===== src/rtl/sdclk_pkg.sv =====
// Shared definitions for the card clock generator.
// Assumes: divider value 0 means pass-through when enabled.
package sdclk_pkg;

    typedef enum logic [1:0] {
        MODE_OFF  = 2'd0,
        MODE_PASS = 2'd1,
        MODE_DIV  = 2'd2
    } clk_mode_e;

    // Decode the live setting into an operating mode.
    function automatic clk_mode_e cfg_mode(input logic en, input logic div_zero);
        if (!en)
            return MODE_OFF;
        else if (div_zero)
            return MODE_PASS;
        else
            return MODE_DIV;
    endfunction

endpackage


===== src/rtl/sdclk_upd_ctl.sv =====
// Staged clock setting, update-only command handshake and done flag.
// Holds a staged copy of enable/divider and a live copy. The live copy is
// loaded from the staged one only when an accepted update is applied.
// Assumes: safe_pt comes from the divider and is high while its output is low.
module sdclk_upd_ctl #(
    parameter int DIV_W = 8
) (
    input  logic             clk,
    input  logic             rst_n,
    input  logic             ctl_wr,
    input  logic             ctl_en,
    input  logic [DIV_W-1:0] ctl_div,
    input  logic             cmd_wr,
    input  logic             cmd_start,
    input  logic             cmd_upd_only,
    input  logic             cmd_wait_prev,
    input  logic             xfer_busy,
    input  logic             sts_clr,
    input  logic             safe_pt,
    output logic             apply,
    output logic             act_en,
    output logic [DIV_W-1:0] act_div,
    output logic             start_q,
    output logic             wait_q,
    output logic             done_q
);

    logic             stg_en;
    logic [DIV_W-1:0] stg_div;
    logic             accept;

    assign accept = cmd_wr && cmd_start && cmd_upd_only && !start_q;
    assign apply  = start_q && safe_pt && !(wait_q && xfer_busy);

    // Staged register: captures software writes only.
    always_ff @(posedge clk) begin
        if (!rst_n) begin
            stg_en  <= 1'b0;
            stg_div <= '0;
        end else if (ctl_wr) begin
            stg_en  <= ctl_en;
            stg_div <= ctl_div;
        end
    end

    // Self-clearing start bit with its latched wait flag.
    always_ff @(posedge clk) begin
        if (!rst_n) begin
            start_q <= 1'b0;
            wait_q  <= 1'b0;
        end else if (apply) begin
            start_q <= 1'b0;
            wait_q  <= 1'b0;
        end else if (accept) begin
            start_q <= 1'b1;
            wait_q  <= cmd_wait_prev;
        end
    end

    // Live setting: loaded from the staged copy on apply.
    always_ff @(posedge clk) begin
        if (!rst_n) begin
            act_en  <= 1'b0;
            act_div <= '0;
        end else if (apply) begin
            act_en  <= stg_en;
            act_div <= stg_div;
        end
    end

    // Sticky done flag; a set beats a clear in the same cycle.
    always_ff @(posedge clk) begin
        if (!rst_n)
            done_q <= 1'b0;
        else if (apply)
            done_q <= 1'b1;
        else if (sts_clr)
            done_q <= 1'b0;
    end

endmodule


===== src/rtl/sdclk_div.sv =====
// Divider and gate for the card clock.
// Divided mode toggles a register every act_div cycles. Pass-through mode
// gates the module clock with an enable captured on the falling edge, so
// the gate only moves while the module clock is low.
// Assumes: apply is only asserted while div_phase is low.
module sdclk_div #(
    parameter int DIV_W = 8
) (
    input  logic             clk,
    input  logic             rst_n,
    input  logic             apply,
    input  logic             act_en,
    input  logic [DIV_W-1:0] act_div,
    output logic             div_phase,
    output logic             safe_pt,
    output logic             card_clk
);
    import sdclk_pkg::*;

    localparam logic [DIV_W-1:0] ONE = DIV_W'(1);

    clk_mode_e        mode;
    logic [DIV_W-1:0] cnt;
    logic             gate_q;

    assign mode    = cfg_mode(act_en, act_div == '0);
    assign safe_pt = !div_phase;

    // Phase counter: toggles the divided output every act_div cycles.
    always_ff @(posedge clk) begin
        if (!rst_n) begin
            cnt       <= '0;
            div_phase <= 1'b0;
        end else if (apply || mode != MODE_DIV) begin
            cnt       <= '0;
            div_phase <= 1'b0;
        end else if (cnt == act_div - ONE) begin
            cnt       <= '0;
            div_phase <= !div_phase;
        end else begin
            cnt       <= cnt + ONE;
        end
    end

    // Pass-through gate enable, updated while the module clock is low.
    always_ff @(negedge clk) begin
        if (!rst_n)
            gate_q <= 1'b0;
        else
            gate_q <= (mode == MODE_PASS);
    end

    assign card_clk = (clk && gate_q) || div_phase;

endmodule


===== src/rtl/sdclk_gen.sv =====
// Card clock generator top: staged setting, update handshake, divider.
// Assumes: a single module clock domain; register-level access is decoded
// outside this block into the strobes below.
module sdclk_gen #(
    parameter int DIV_W = 8
) (
    input  logic             clk,
    input  logic             rst_n,
    input  logic             ctl_wr,
    input  logic             ctl_en,
    input  logic [DIV_W-1:0] ctl_div,
    input  logic             cmd_wr,
    input  logic             cmd_start,
    input  logic             cmd_upd_only,
    input  logic             cmd_wait_prev,
    input  logic             xfer_busy,
    input  logic             sts_clr,
    output logic             start_bit,
    output logic             upd_done,
    output logic             card_clk
);

    logic             apply;
    logic             act_en;
    logic [DIV_W-1:0] act_div;
    logic             wait_flag;
    logic             div_phase;
    logic             safe_pt;

    sdclk_upd_ctl #(.DIV_W(DIV_W)) u_ctl (
        .clk          (clk),
        .rst_n        (rst_n),
        .ctl_wr       (ctl_wr),
        .ctl_en       (ctl_en),
        .ctl_div      (ctl_div),
        .cmd_wr       (cmd_wr),
        .cmd_start    (cmd_start),
        .cmd_upd_only (cmd_upd_only),
        .cmd_wait_prev(cmd_wait_prev),
        .xfer_busy    (xfer_busy),
        .sts_clr      (sts_clr),
        .safe_pt      (safe_pt),
        .apply        (apply),
        .act_en       (act_en),
        .act_div      (act_div),
        .start_q      (start_bit),
        .wait_q       (wait_flag),
        .done_q       (upd_done)
    );

    sdclk_div #(.DIV_W(DIV_W)) u_div (
        .clk      (clk),
        .rst_n    (rst_n),
        .apply    (apply),
        .act_en   (act_en),
        .act_div  (act_div),
        .div_phase(div_phase),
        .safe_pt  (safe_pt),
        .card_clk (card_clk)
    );

endmodule


===== config.mk =====
export PLATFORM = sky130hd
export DESIGN_NAME = sdclk_gen
export DESIGN_NICKNAME = d
export VERILOG_FILES = /design/src/rtl/sdclk_pkg.sv /design/src/rtl/sdclk_upd_ctl.sv /design/src/rtl/sdclk_div.sv /design/src/rtl/sdclk_gen.sv
export SDC_FILE = /design/constraint.sdc
export NUM_CORES = 1
export LEC_CHECK = 0
export BUFFER_PORTS_ARGS = -buffer_cell sky130_fd_sc_hd__clkbuf_2
export CAP_MARGIN = 15
export CORE_ASPECT_RATIO = 1.4
export CORE_UTILIZATION = 40
export DETAILED_ROUTE_END_ITERATION = 10
export PLACE_DENSITY_LB_ADDON = 0.15
export REMOVE_ABC_BUFFERS = 1
export SYNTH_ARGS = -nofsm -noshare
export SYNTH_HDL_FRONTEND = slang
export SYNTH_HIERARCHICAL = 1
export SYNTH_SLANG_ARGS = --single-unit

===== constraint.sdc =====
create_clock -name clk -period 2.6 [get_ports clk]
set_clock_uncertainty 0.1 [all_clocks]
set_input_delay 0.26 -clock clk [delete_from_list [all_inputs] [get_ports clk]]
set_output_delay 0.26 -clock clk [all_outputs]
set_load 0.005 [all_outputs]

Word-level counts from Yosys, hierarchy flattened:

Cells that the tools add are included.

* bits of input ports: 18
* output and inout port bits: 3
* register bits after elaboration: 31
* logic and storage cells: 37

* reduce and logical (&&, ||, !) cells: 17
* equal/unequal tests: 3
* multiplexer cells: 4
* $add $sub $neg: 2
* bitwise logic cells: 1

Operators with widths (count)
* 8-bit by 1-bit adder with 8-bit output (second input constant): 1
* 8-bit == test: 1
* 8-bit zero test: 1
* 8-bit by 1-bit subtractor with 8-bit output (second input constant): 1
* 1-bit logical AND: 7
* 2-bit two-way mux: 2
* 2-bit OR reduction: 2
* 1-bit zero test: 3
* 3-bit OR reduction: 1
* 2-bit by 1-bit == test with 1-bit output (second input constant): 1
* 1-bit logical OR: 2
* 1-bit two-way mux: 2
* 2-bit inequality test (second input constant): 1
* 2-bit nonzero test: 1
* 1-bit NOT: 1

Logic depth before layout (Yosys ltp):

Gate-level depths: netlist of run 1.

* word-level depth: 6
* gate-level depth with buffers: 8
* mapped depth without buffers: 7

Cells and area by module:

Netlist of run 1, hierarchy kept.

By module, submodules not included
* sdclk_upd_ctl: instances 1, cells an instance 85, area an instance 859.6 sq um, sequential area each 420.4 sq um
* sdclk_div: instances 1, cells an instance 79, area an instance 675.6 sq um, sequential area each 200.2 sq um

==> results of run 1 <==
## final cells by class
cell class | instances | share of cell area (%)
clock buffers | 10 | 6.64
clock inverters | 2 | 1.89
inverters | 9 | 1.89
multi-input cells | 116 | 46.3
flip-flops and latches | 31 | 34.7
well taps | 42 | 2.94
repair buffers | 20 | 5.73
## flip-flops by register name (all words and copies together) (netlist names)
signal / count
u_ctl/wait_q: 1
u_div/div_phase: 1
u_ctl/stg_en: 1
u_ctl/done_q: 1
u_ctl/start_q: 1
u_div/gate_q: 1
u_ctl/act_en: 1
u_div/cnt: 8
u_ctl/act_div: 8
u_ctl/stg_div: 8
## repair_timing
item	CTS	global route
buffers inserted	0	0
cloned	0	0
endpoints found under the setup margin	2	2
hold buffers	0	0
gates resized for setup	0	0
## report_power, final
group | switching [mW] | total (mW) | internal, mW
clock network | 0.199 | 0.580 | 0.380
logic | 0.0406 | 0.0753 | 0.0348
registers | 0.0107 | 0.498 | 0.488
total | 0.251 | 1.15 | 0.903
## worst reg2reg max path, delay by kind of cell (launching register included)
| kind | cells | cell delay (ps) |
|---|---|---|
| AND/OR/NAND/NOR | 3 | 780 |
| flip-flops | 1 | 360 |
## through the flow
| step | hold slack [ps] | std cells |
|---|---|---|
| after global placement | 338 | 220 |
| after detailed placement | 338 | 220 |
| after floorplan | 257 | 157 |
| after CTS | 0.757 | 230 |
| final | 4.21 | 230 |
| after global routing | 9.40 | 230 |
## placed cells by master, fill, tap and decap left out, drive strengths merged, types with 2 or more instances in the layout
| cell | synthesis | final |
|---|---|---|
| dfxtp | 31 | 31 |
| nand3 | 4 | 4 |
| nand2 | 6 | 6 |
| clkbuf | 3 | 29 |
| xnor2 | 10 | 10 |
| o21ai | 10 | 10 |
| inv | 8 | 8 |
| or3 | 2 | 2 |
| and3 | 3 | 3 |
| ha | 3 | 3 |
| nor3 | 3 | 3 |
| a31o | 2 | 2 |
| xor2 | 5 | 5 |
| nor2 | 22 | 22 |
| o2111ai | 9 | 9 |
| a21oi | 10 | 10 |
| mux2i | 10 | 10 |
| clkinv | 2 | 2 |
## cell families (layout without fill, tap and decap cells)
group / Yosys count / count (layout)
flops: 31 / 31
simple gates: 48 / 48
mux: 10 / 10
buf+inv: 17 / 41
compound gates: 40 / 40
fa+ha+maj: 3 / 3
xor+xnor: 15 / 15
## worst max-delay path by stage
| stage | from | to | slack, ps | depth (start not counted) |
|---|---|---|---|---|
| final | u_div/gate_q$_SDFF_NN0_ | card_clk | -30 | 3 |
| after global routing | u_div/gate_q$_SDFF_NN0_ | card_clk | -110 | 3 |
| after CTS | u_div/gate_q$_SDFF_NN0_ | card_clk | -50 | 3 |
| after detailed placement | u_ctl/act_div[3]$_SDFFE_PN0P_ | u_div/gate_q$_SDFF_NN0_ | 60 | 3 |
| after global placement | u_ctl/act_div[3]$_SDFFE_PN0P_ | u_div/gate_q$_SDFF_NN0_ | 90 | 3 |
| after floorplan | u_ctl/act_div[3]$_SDFFE_PN0P_ | u_div/gate_q$_SDFF_NN0_ | 190 | 3 |
## metal layers
metal  wire length (µm)  global-route usage, %
met5                  0                      0
met4                 73                   11.4
met3                129                   7.58
met2               1630                   30.8
met1               1270                   18.2
==> flow_summary.ini, run 1 <==
[outcome]
status = finished, violations left
violations = negative setup slack

[floorplanning]
core_um2 = 3680
die_height_um = 75.3
fp.dieArea_um2 = 4090
initial_utilization_pct = 41.8
num_rows = 26
design.portCount = 21
die_w_um = 54.4

[worst_setup_path]
regToRegEndpoint = u_div/gate_q$_SDFF_NN0_
crit_top_cell = nand2_1
reg2reg_depth = 3
endpoint_kind = output pin
r2r_start = u_ctl/act_div[3]$_SDFFE_PN0P_
cpLargestDelayFamily = flip-flops
required_ps = 2240
worstPathCellList = nand2_1 > nand2_1 > clkbuf_2
slowest_delay_ps = 290
slowest_stage = dfxtp_1
critPathKind = register to output pin
crit_buf_inv = 1
reg2reg_slack_ps = 60
critPathArrivalTime_ps = 2270
crit_fanout = 1
start_kind = register

[cells_and_area]
final_area_um2 = 1790
regArea_um2 = 621
n_fill_cell = 363
n_antenna_cell = 0
syn_to_final_growth_pct = 16.6
final_util_pct = 48.7
drive_above_1_share_pct = 21.8
multi_input_area_um2 = 828
layout.nets = 209

[placement]
dpl-instance-area_um2 = 1650
gp_congestion = 0.879
io_buffers = 20
dp_slack_ps = 61.0
hpwl_um = 2310

[clock_network]
clkLatencyLatePin_ps = 390
clkTransAtPathRegs_ps = 60
cts_tree = built

[timing]
max_slew.worst_pin.slew_ps = 679
rsz0062_at_grt = true
final_hold_viol_count = 0
relSlewSlack_pct = 54.1
worst_slack_ps = -33.9
setup_viol = 2
finalMaxSlewViolations = 0
setup_tns_ps = -33.9

[drt]
vias = 1248
drtIter0Drc = 46
drtAntennaViolNets = 0
drc_errors = 0
via_per_inst = 5.43
dr.pass1.iters = 5
post_drt_wl_per_cell_um = 13.5
routed_wl_um = 3110

[hold_path]
min_delay_path_depth = 2
hp-class = primary input to register
hold_end = u_ctl/done_q$_SDFFE_PN0P_
min-delay-start = rst_n

[yosys]
yosysUniqueCellTypes = 42
ys_async_sr_fraction_pct = 0
ys_top_cells_by_count = dfxtp_1, nor2_1, a21oi_1, mux2i_1, xnor2_1
yosys.area_share.simple_pct = 17.3
yosys.area.top_type = dfxtp_1
ys_seq_area_share_pct = 40.4
ys_ff_latch = 31
yosys-top-cells-area = dfxtp_1, mux2i_1, xnor2_1
yosys.area_share.xor_xnor_pct = 8.56
syn_inst = 164
ys_warn_count = 6
synth-edff-count = 0
synth_area_per_cell_um2 = 9.36
ys.flop_type = dfxtp_1
synth_top_area_share_pct = 40.4
synth_area_um2 = 1540
synth_fa_ha_area_share_pct = 2.44
synthMuxAreaShare_pct = 6.52
synth.most_common_cell = dfxtp_1
synth_top_family_by_area = compound AO/OA/AOI/OAI gates
synth_compound_area_share_pct = 19.2

[grt]
grt_pass1_wl_um = 5250
gr-usage-all-layers_pct = 18.3
grt_pass1_vias = 1267
antenna_found_initial = 0
grt_max_degree = 21
gr-total-overflow = 0

[power_and_ir_drop]
total_power_mw = 1.15
p_leak_nw = 0.693
p_per_area_nw_per_um2 = 644
ir_drop_mv = 0.444

[flow_run]
drv_cap = 0
(Power assumes the default switching activity.)
==> run 2: changes to the inputs <==
HOLD_SLACK_MARGIN = 0.05   (was not set)
==> flow_summary.ini, run 2 (synthesis results as in run 1) <==
[placement]
dpl-instance-area_um2 = 1650
io_buffers = 20
dp_slack_ps = 61.0
gp_congestion = 0.879
placed_cells = 220
hpwl_um = 2310

[worst_setup_path]
slowest_delay_ps = 290
endpoint_kind = output pin
regToRegEndpoint = u_div/gate_q$_SDFF_NN0_
worstPathCellList = nand2_1 > nand2_1 > clkbuf_2
critPathKind = register to output pin
start_kind = register
crit_top_cell = nand2_1
critPathArrivalTime_ps = 2280
r2r_start = u_ctl/act_div[3]$_SDFFE_PN0P_
required_ps = 2240
reg2reg_slack_ps = 80
crit_fanout = 1
reg2reg_depth = 3
slowest_stage = dfxtp_1

[cells_and_area]
finalNonFillerCells = 240
drive_above_1_share_pct = 20.7
mostFrequentLayoutCell = dfxtp_1
reg_top3 = u_ctl/act_div: 8 flops, u_ctl/stg_div: 8 flops, u_div/cnt: 8 flops
n_antenna_cell = 0
syn_to_final_growth_pct = 23.1
final_area_um2 = 1890
layout_common_cells = dfxtp_1, nor2_1, clkbuf_2
layout.nets = 219

[floorplanning]
die_w_um = 54.4
num_rows = 26
core_um2 = 3680
design.portCount = 21
initial_utilization_pct = 41.8
fp.dieArea_um2 = 4090
die_height_um = 75.3

[grt]
gr-usage-all-layers_pct = 18.6
grt_pass1_vias = 1301
grt_max_degree = 21
antenna_found_initial = 0
gr-total-overflow = 0
grt_pass1_wl_um = 5340

[power_and_ir_drop]
p_seq_share_pct = 42.8
p_per_area_nw_per_um2 = 617
power.share.switching_pct = 21.7
power_frac_clock_pct = 49.8
ir_drop_mv = 0.446
intPower_uw = 913
total_power_mw = 1.17
comb_power_share_pct = 7.4
p_sw_uw = 253
p_leak_nw = 0.734

[timing]
rsz0062_at_grt = true
final_hold_viol_count = 0
finalMaxSlewViolations = 0
worst_slack_ps = -38.2
whs_ps = 50.5
max_slew.worst_pin.slew_ps = 689
setup_viol = 2
relSlewSlack_pct = 53.5

[clock_network]
clkLatencyLatePin_ps = 390
cts_tree = built
cts.repair.resized = 0
postCtsSetupBuffers = 0
clkTransAtPathRegs_ps = 60

[drt]
drc_errors = 0
dr.pass1.iters = 4
post_drt_wl_per_cell_um = 13.2
drtAntennaViolNets = 0
vias = 1271
routed_wl_um = 3170
drtIter0Drc = 37
via_per_inst = 5.30

[hold_path]
min_delay_path_depth = 3
hold_end = u_ctl/wait_q$_SDFFE_PP0P_
hp-class = primary input to register
min-delay-start = cmd_wait_prev

[outcome]
violations = negative setup slack
status = finished, violations left

[flow_run]
drv_cap = 0
[run 2: cell count changes in the layout (fill, tap and decap cells not counted), sizes merged]
cell / before / now
dlygate4sd3: 0 / 10
[run 2: how the worst max path moves through the flow]
stage	startpoint	end	slack (ps)	cells after the start
floorplan	u_ctl/act_div[3]$_SDFFE_PN0P_	u_div/gate_q$_SDFF_NN0_	190	3
global placement	u_ctl/act_div[3]$_SDFFE_PN0P_	u_div/gate_q$_SDFF_NN0_	90	3
detailed placement	u_ctl/act_div[3]$_SDFFE_PN0P_	u_div/gate_q$_SDFF_NN0_	60	3
CTS	u_div/gate_q$_SDFF_NN0_	card_clk	-50	3
global route	u_div/gate_q$_SDFF_NN0_	card_clk	-110	3
finish	u_div/gate_q$_SDFF_NN0_	card_clk	-40	3
[run 2: area by class of cell]
cell class                 instances  area, µm²
clock buffer                      10        119
tap                               42       52.6
clock inverter                     2       33.8
inverter                           9       33.8
sequential                        31        621
multi-input combinational        116        828
fill                             351       1790
timing repair buffer              30        203
[run 2: what timing repair did]
item / CTS / global route
hold endpoints to repair: 10 / 0
hold buffers: 10 / 0
setup endpoints to repair: 2 / 2
[run 2: metrics by stage]
step                utilization, %  setup TNS (ps)
CTS                           51.4           -53.5
global placement              44.8               0
floorplan                        -               0
global route                  51.4            -113
detailed placement            44.8               0
finish                        51.4           -38.2
[run 2: power groups by stage]
stage	Clock (mW)	Sequential, mW	Combinational (mW)
final	0.581	0.498	0.0868
after global routing	0.613	0.500	0.0957
after CTS	0.591	0.498	0.0872
after detailed placement	0.00512	0.509	0.0751
after global placement	0.00512	0.508	0.0723
after floorplan	0.00498	0.506	0.0468
[run 2: metal layers]
| metal | wire length, µm | GRT usage [%] |
|---|---|---|
| met5 | 0 | 0 |
| met3 | 114 | 7.58 |
| met2 | 1670 | 31.6 |
| met1 | 1310 | 18.2 |
| met4 | 70 | 11.4 |
[run 2: worst max-delay path, delay by kind of cell (launching register included)]
family                 cells  cell delay [ps]
buffers and inverters      1              130
flip-flops                 1              290
AND/OR/NAND/NOR            2              100
